**src/rtl/stream_cmp_pkg.sv**
```systemverilog
`timescale 1ns/1ps
package stream_cmp_pkg;

  typedef enum logic {
    CELL_CAPTURE = 1'b0,
    CELL_SHIFT   = 1'b1
  } cell_mode_e;

  function automatic cell_mode_e mode_of(input logic se);
    return se ? CELL_SHIFT : CELL_CAPTURE;
  endfunction

endpackage

```
**src/rtl/stream_cmp_cell.sv**
```systemverilog
`timescale 1ns/1ps
module stream_cmp_cell
  import stream_cmp_pkg::*;
(
  input  logic clk,
  input  logic rst_n,
  input  logic se,
  input  logic d,
  input  logic si,
  output logic q
);

  cell_mode_e mode_w;
  logic       pick_w;

  assign mode_w = mode_of(se);
  assign pick_w = (mode_w == CELL_SHIFT) ? si : d;

  always_ff @(posedge clk) begin
    if (!rst_n) q <= 1'b0;
    else        q <= pick_w;
  end


  cell_shift_chk: assert property (@(posedge clk) disable iff (!rst_n)
    se |=> (q == $past(si)));


  cell_capture_chk: assert property (@(posedge clk) disable iff (!rst_n)
    !se |=> (q == $past(d)));

endmodule

```
**src/rtl/stream_cmp_next.sv**
```systemverilog
`timescale 1ns/1ps
module stream_cmp_next #(
  parameter int CNT_W = 3,
  parameter int LIMIT = 3,
  localparam int ST_W = CNT_W + 2
) (
  input  logic [ST_W-1:0] st,
  input  logic            line1,
  input  logic            line2,
  output logic [ST_W-1:0] st_nxt,
  output logic            miss_w
);

  localparam logic [CNT_W-1:0] CNT_ONE = {{(CNT_W-1){1'b0}}, 1'b1};
  localparam logic [CNT_W-1:0] CNT_TOP = {CNT_W{1'b1}};

  function automatic logic [CNT_W-1:0] run_step(input logic [CNT_W-1:0] c,
                                                input logic miss);
    if (!miss)        return '0;
    if (c == CNT_TOP) return c;
    return c + CNT_ONE;
  endfunction

  function automatic logic above_limit(input logic [CNT_W-1:0] c);
    return int'({1'b0, c}) > LIMIT;
  endfunction

  logic [CNT_W-1:0] cnt_now;
  logic [CNT_W-1:0] cnt_nxt;

  assign miss_w  = line1 ^ line2;
  assign cnt_now = st[CNT_W-1:0];
  assign cnt_nxt = run_step(cnt_now, miss_w);

  always_comb begin
    st_nxt              = '0;
    st_nxt[CNT_W-1:0]   = cnt_nxt;
    st_nxt[ST_W-2]      = miss_w;
    st_nxt[ST_W-1]      = above_limit(cnt_nxt);
  end

endmodule

```
**src/rtl/stream_cmp_chain.sv**
```systemverilog
`timescale 1ns/1ps
module stream_cmp_chain #(
  parameter int LEN = 5
) (
  input  logic           clk,
  input  logic           rst_n,
  input  logic           se,
  input  logic [LEN-1:0] d,
  input  logic           chain_in,
  output logic [LEN-1:0] q,
  output logic           chain_out
);

  logic [LEN-1:0] src_w;

  genvar gi;
  generate
    for (gi = 0; gi < LEN; gi++) begin : g_cell
      if (gi == LEN - 1) begin : g_head
        assign src_w[gi] = chain_in;
      end else begin : g_link
        assign src_w[gi] = q[gi+1];
      end
      stream_cmp_cell u_cell (
        .clk  (clk),
        .rst_n(rst_n),
        .se   (se),
        .d    (d[gi]),
        .si   (src_w[gi]),
        .q    (q[gi])
      );
    end
  endgenerate

  assign chain_out = q[0];

endmodule

```
**src/rtl/stream_cmp_scan.sv**
```systemverilog
`timescale 1ns/1ps
module stream_cmp_scan #(
  parameter int CNT_W = 3,
  parameter int LIMIT = 3
) (
  input  logic clk,
  input  logic rst_n,
  input  logic line1,
  input  logic line2,
  input  logic scan_en,
  input  logic scan_in,
  output logic outp,
  output logic overflow,
  output logic scan_out
);

  localparam int ST_W = CNT_W + 2;
  localparam logic [CNT_W-1:0] CNT_TOP = {CNT_W{1'b1}};
  localparam logic [CNT_W-1:0] CNT_ONE = {{(CNT_W-1){1'b0}}, 1'b1};

  logic [ST_W-1:0]  st_w;
  logic [ST_W-1:0]  st_nxt_w;
  logic             miss_w;
  logic [CNT_W-1:0] cnt_w;

  stream_cmp_next #(.CNT_W(CNT_W), .LIMIT(LIMIT)) u_next (
    .st    (st_w),
    .line1 (line1),
    .line2 (line2),
    .st_nxt(st_nxt_w),
    .miss_w(miss_w)
  );

  stream_cmp_chain #(.LEN(ST_W)) u_chain (
    .clk      (clk),
    .rst_n    (rst_n),
    .se       (scan_en),
    .d        (st_nxt_w),
    .chain_in (scan_in),
    .q        (st_w),
    .chain_out(scan_out)
  );

  assign cnt_w    = st_w[CNT_W-1:0];
  assign outp     = st_w[ST_W-2];
  assign overflow = st_w[ST_W-1];


  rst_clear_chk: assert property (@(posedge clk)
    !rst_n |=> (st_w == '0));


  outp_xor_chk: assert property (@(posedge clk) disable iff (!rst_n)
    !scan_en |=> (outp == $past(line1 ^ line2)));


  run_clear_chk: assert property (@(posedge clk) disable iff (!rst_n)
    (!scan_en && !miss_w) |=> (cnt_w == '0 && !overflow));


  run_inc_chk: assert property (@(posedge clk) disable iff (!rst_n)
    (!scan_en && miss_w && cnt_w != CNT_TOP) |=> (cnt_w == $past(cnt_w) + CNT_ONE));


  run_sat_chk: assert property (@(posedge clk) disable iff (!rst_n)
    (!scan_en && miss_w && cnt_w == CNT_TOP) |=> (cnt_w == CNT_TOP));


  ovf_limit_chk: assert property (@(posedge clk) disable iff (!rst_n)
    !scan_en |=> (overflow == (int'({1'b0, cnt_w}) > LIMIT)));


  tail_shift_chk: assert property (@(posedge clk) disable iff (!rst_n)
    scan_en |=> (scan_out == $past(st_w[1])));

endmodule

```
**config.mk**
```make
export PLATFORM = sky130hd
export DESIGN_NAME = stream_cmp_scan
export DESIGN_NICKNAME = d
export VERILOG_FILES = /design/src/rtl/stream_cmp_pkg.sv /design/src/rtl/stream_cmp_cell.sv /design/src/rtl/stream_cmp_next.sv /design/src/rtl/stream_cmp_chain.sv /design/src/rtl/stream_cmp_scan.sv
export SDC_FILE = /design/constraint.sdc
export NUM_CORES = 1
export LEC_CHECK = 0
export BUFFER_PORTS_ARGS = -buffer_cell sky130_fd_sc_hd__buf_2
export CAP_MARGIN = 20
export CORE_AREA = 3 3 40 42
export CTS_CLUSTER_DIAMETER = 100
export CTS_CLUSTER_SIZE = 10
export DETAILED_ROUTE_END_ITERATION = 8
export DIE_AREA = 0 0 43 45
export SLEW_MARGIN = 40
export SYNTH_ARGS = -nofsm -noshare
export SYNTH_HDL_FRONTEND = slang
export SYNTH_SLANG_ARGS = --single-unit
```
**constraint.sdc**
```tcl
create_clock -name clk -period 0.96 [get_ports clk]
set_clock_uncertainty 0.05 [all_clocks]
set_input_delay 0.048 -clock clk [delete_from_list [all_inputs] [get_ports clk]]
set_output_delay 0.048 -clock clk [all_outputs]
set_load 0.01 [all_outputs]
```
==> results.toml, run 1 <==
[global_route]
grtUsageTotal = 0.0624
gr-total-overflow = 0
grt_pass1_wl_um = 841
grt_pass1_vias = 222
grt_max_degree = 8
antenna_found_initial = 0

[critical_path]
slowest_delay_ns = 0.33
required_ns = 1.04
rr_worst_depth = 4
cp-start-kind = "register"
reg2reg_slack_ns = -0.06
critPathArrivalTime_ns = 1.09
crit_path_cell_trace = "ha_4, o21ai_2, nor3b_2, a31o_1"
r2r_end = "u_chain.g_cell[2].u_cell.q"
crit_fanout = 2
cp-end-kind = "register"
worstSetupPathType = "reg -> reg"
cp_slowest_cell = "dfxtp_2"
reg2reg_from = "u_chain.g_cell[0].u_cell.q"

[clocking]
numClockSinks = 5
clkLatencyLatePin_ns = 0.24
tritoncts = "done"
clock_path_buffers = 2
clock-root-buffer = "clkbuf_4"
path_clk_slew_ns = 0.04
htreeDepth = 1
cts_setup_buffers = 0
cts_buffers = 3

[pwr]
peakVddDrop_v = 0.00103
powerDensity_nw_per_um2 = 1430
leakage_uw = 0.000179

[die]
pin_count = 9
die_w_um = 43
start_util = 0.180
die_area_um2 = 1940
core_area_um2 = 1280
fp-row-count = 13
fp.dieH_um = 45

[cells_and_area]
drive_gt1_frac = 0.556
multiInputGateArea_um2 = 154
reg_top3 = "u_chain.g_cell.u_cell.q: 5 flops"
layout_common_cells = "7 x buf_2, 3 x clkbuf_4, 3 x dfxtp_1"
area_growth_pct = 61.1
final_nets = 44
fin_cells = 51
largest_register_ffs = 5
ff_latch_area_um2 = 103
final_area_um2 = 373
antenna_cells = 0
top_register = "u_chain.g_cell.u_cell.q"
final_common_cell = "buf_2"
fillCellCount = 133

[synth]
yosysUniqueCellTypes = 14
synth-adder-area-share = 0.0541
synth_xor_area_frac = 0.0757
syn-cell-area_um2 = 231
ys_seq_area_frac = 0.432
synthSimpleGateAreaFrac = 0.173
synthMuxAreaShare = 0.0865
synth_top_family_by_area = "simple AND/OR/NAND/NOR gates"
synthCells = 22
ys_ff_latch = 5
synth_area_per_cell_um2 = 10.5
yosys_warnings = 0
syn_nets = 29
synth_compound_area_frac = 0.157

[placement]
place_ws_ns = -0.0441
dpl_cell_area_um2 = 317
io_buffers = 8
gp_congestion = 0.686
place_inst = 46
hpwl_um = 343

[sta]
tightestPinTransition_ns = 0.228
setup_violations = 3
rsz0062_at_grt = "yes"
period_minus_slack_ns = 1.02
slew_violations = 0
finalSetupTns_ns = -0.140
max_clock_freq_ghz = 0.984
hold_viol_final = 0
post-route-period-util = 1.06
fin_ws_ns = -0.0560
max_slew_margin = 0.848

[routing]
dr.pass1.iters = 2
ant_nets = 0
remaining_drc_errors = 0
via_count = 208
postRouteWirelength_um = 456
wl_per_cell_um = 8.94
drt_iter0_drc = 1
via_per_inst = 4.08

[min_path]
whs_path_depth = 3
whs_endpoint = "u_chain.g_cell[0].u_cell.q"
hold_path_class = "in -> reg"
worstHoldStart = "scan_en"

[status]
outcome = "finished, violations left"
violations = "negative setup slack"

[job]
drv_cap = 0
## power by group
group,internal (uW),switching [uW],total (uW)
Sequential,219,7.72,227
Clock,157,76.6,233
Combinational,40.7,31.9,72.5
## per-layer routing
metal / part of all wire / vias to the layer above / global-route usage
met5: 0 / - / 0
met1: 0.46 / 89 / 0.0627
li1: - / 108 / -
met2: 0.43 / 11 / 0.0928
met4: 0 / 0 / 0.0181
met3: 0.11 / 0 / 0.0598
## area by class of cell
type	instances	share of cell area
well taps	15	0.0503
clock buffers	4	0.0705
flip-flops and latches	5	0.275
repair buffers	11	0.191
multi-input cells	16	0.413
## through the flow
stage / power [uW] / hold slack, ns / util
final: 533 / 0.0722 / 0.290
after global routing: 569 / 0.0976 / 0.290
after CTS: 542 / 0.0754 / 0.276
after detailed placement: 293 / 0.231 / 0.246
after global placement: 292 / 0.224 / 0.246
after floorplan: 263 / 0.126 / -
## worst max-delay path: cells and delay by family (launching register included)
family,cells,cell delay [ns]
compound gates,2,0.30
fa+ha+maj,1,0.17
simple gates,1,0.06
flops,1,0.33
## synth_stat cells
library cell	instances	area, um2
dfxtp_1	5	100
a31o_1	2	17.5
mux2i_1	2	20.0
nand3_1	2	10.0
o21ai_0	2	10.0
clkbuf_2	1	5.00
ha_1	1	12.5
nand2_1	1	3.75
nand3b_1	1	7.51
nor2b_1	1	6.26
nor3b_2	1	12.5
o21ai_2	1	8.76
xnor2_1	1	8.76
xor2_1	1	8.76
## cells by family (layout without fill, tap and decap cells)
family,count (synthesis),in the layout
xor gates and xnor gates,2,2
adders and majority gates,1,1
AOI/OAI and AO/OA,5,5
DFF,5,5
muxes,2,2
buffers and inverters,1,15
and+or+nand+nor,6,6
## how the worst max path moves through the flow
stage                            endpoint  slack [ns]                       start
2_1_floorplan  u_chain.g_cell[2].u_cell.q       -0.04  u_chain.g_cell[0].u_cell.q
4_1_cts        u_chain.g_cell[2].u_cell.q       -0.05  u_chain.g_cell[0].u_cell.q
6_report       u_chain.g_cell[2].u_cell.q       -0.06  u_chain.g_cell[0].u_cell.q
3_3_place_gp   u_chain.g_cell[2].u_cell.q       -0.05  u_chain.g_cell[1].u_cell.q
3_5_place_dp   u_chain.g_cell[2].u_cell.q       -0.04  u_chain.g_cell[1].u_cell.q
5_1_grt        u_chain.g_cell[4].u_cell.q       -0.11  u_chain.g_cell[0].u_cell.q
## what timing repair did
item                                    in CTS  in global routing
endpoints found under the setup margin       4                  5
hold buffers                                 1                  0
pin swaps                                    0                  1
hold endpoints to repair                     1                  0
resized for setup                            1                  5
Note: power is estimated with default switching activity, not from simulation.
==> run 2: changes to the inputs <==
- clock period: 0.96 -> 1.3 ns (I/O delays scaled with it)
==> results.toml, run 2 (same netlist as run 1, synthesis figures left out) <==
[status]
outcome = "completed"

[pwr]
leakage_uw = 0.000140
p_switching_uw = 81.7
pwr-share-clk = 0.452
pwr-share-seq = 0.439
powerDensity_nw_per_um2 = 1220
internal_power_uw = 298
peakVddDrop_v = 0.000461
switching_share = 0.215
share_comb_of_total_power = 0.109

[sta]
rsz0062_at_grt = "no"
max_clock_freq_ghz = 0.905
post-route-period-util = 0.850
tightestPinTransition_ns = 0.233
slew_violations = 0
finalSetupTns_ns = 0
hold_viol_final = 0
setup_violations = 0
max_slew_margin = 0.844
period_minus_slack_ns = 1.10
holdWs_ns = 0.0267

[routing]
ant_nets = 0
postRouteWirelength_um = 472
drt_iter0_drc = 2
via_per_inst = 4.17
via_count = 200
wl_per_cell_um = 9.83
dr.pass1.iters = 4
remaining_drc_errors = 0

[cells_and_area]
layout_common_cells = "8 x buf_2, 5 x dfxtp_1, 3 x clkbuf_4"
final_area_um2 = 312
multiInputGateArea_um2 = 126
final_common_cell = "buf_2"
ff_latch_area_um2 = 100
top_register = "u_chain.g_cell.u_cell.q"
antenna_cells = 0
final_nets = 41
largest_register_ffs = 5
final_util = 0.242
drive_gt1_frac = 0.394
reg_top3 = "u_chain.g_cell.u_cell.q: 5 flops"
area_growth_pct = 34.6
fillCellCount = 150

[global_route]
antenna_found_initial = 0
grt_pass1_wl_um = 759
grt_pass1_vias = 200
grt_max_degree = 8
grtUsageTotal = 0.0584
gr-total-overflow = 0

[placement]
gp_congestion = 0.677
io_buffers = 8
dpl_cell_area_um2 = 285

[critical_path]
cp_slowest_cell = "dfxtp_1"
required_ns = 1.37
crit_path_cell_trace = "ha_1, nand2_1, mux2i_1, o21ai_0"
r2r_end = "u_chain.g_cell[1].u_cell.q"
reg2reg_slack_ns = 0.20
cp-end-kind = "register"
worstSetupPathType = "reg -> reg"
crit_buf_inv = 0
crit_fanout = 3
critPathArrivalTime_ns = 1.17
rr_worst_depth = 4
critical_path.top_delay_family = "flip-flops"
slowest_delay_ns = 0.33
cp-start-kind = "register"
reg2reg_from = "u_chain.g_cell[0].u_cell.q"

[min_path]
whs_endpoint = "u_chain.g_cell[4].u_cell.q"
hold_path_class = "in -> reg"
worstHoldStart = "scan_in"
whs_path_depth = 2

[clocking]
clock_path_buffers = 2
numClockSinks = 5
clock-root-buffer = "clkbuf_4"
ctsResizeCount = 0
tritoncts = "done"
path_clk_slew_ns = 0.04
cts_buffers = 3
holdBufCountCts = 0
htreeDepth = 1
clkLatencyLatePin_ns = 0.23
cts_setup_buffers = 0

[die]
die_w_um = 43
die_area_um2 = 1940
pin_count = 9
fp-row-count = 13
start_util = 0.180
core_area_um2 = 1280
fp.dieH_um = 45

[job]
drv_cap = 0
## run 2: worst max-delay path by stage
stage	endpoint	from	slack (ns)	depth (start not counted)
after floorplan	u_chain.g_cell[1].u_cell.q	u_chain.g_cell[0].u_cell.q	0.21	4
after global placement	u_chain.g_cell[1].u_cell.q	u_chain.g_cell[0].u_cell.q	0.20	4
after detailed placement	u_chain.g_cell[1].u_cell.q	u_chain.g_cell[0].u_cell.q	0.18	4
after CTS	u_chain.g_cell[1].u_cell.q	u_chain.g_cell[0].u_cell.q	0.17	4
after global routing	u_chain.g_cell[1].u_cell.q	u_chain.g_cell[0].u_cell.q	0.12	4
final	u_chain.g_cell[1].u_cell.q	u_chain.g_cell[0].u_cell.q	0.20	4
## run 2: worst reg2reg max path: cells and delay by family, from the launching register on
family                   cells  cell delay, ns
flip-flops                   1            0.33
adder cells (fa/ha/maj)      1            0.23
multiplexers                 1            0.18
AND/OR/NAND/NOR              1            0.12
AO/OA/AOI/OAI                1            0.09
## run 2: power groups by stage
| stage | Sequential (uW) | Clock (uW) | Combinational [uW] |
|---|---|---|---|
| final | 166 | 172 | 41.3 |
| after global routing | 167 | 196 | 46.6 |
| after CTS | 167 | 184 | 42.0 |
| after detailed placement | 169 | 0 | 41.7 |
| after global placement | 169 | 0 | 41.3 |
| after floorplan | 171 | 0 | 20.5 |
## run 2: metrics by stage
stage | setup slack, ns | std cells | total power [uW]
floorplan | 0.210 | 22 | 192
global placement | 0.198 | 44 | 210
detailed placement | 0.184 | 44 | 211
CTS | 0.173 | 48 | 392
global route | 0.120 | 48 | 409
finish | 0.195 | 48 | 379
## run 2: area by class of cell
cell class	count	area share
clock buffer	4	0.0843
multi-input combinational	16	0.406
tap	15	0.0602
timing repair buffer	8	0.129
sequential	5	0.321
## run 2: layer usage
layer | up-vias | GRT usage | wire (um)
li1 | 102 | - | -
met1 | 95 | 0.0484 | 190
met2 | 3 | 0.0958 | 263
met3 | 0 | 0.0239 | 18
met4 | 0 | 0.0723 | 0
met5 | - | 0 | 0
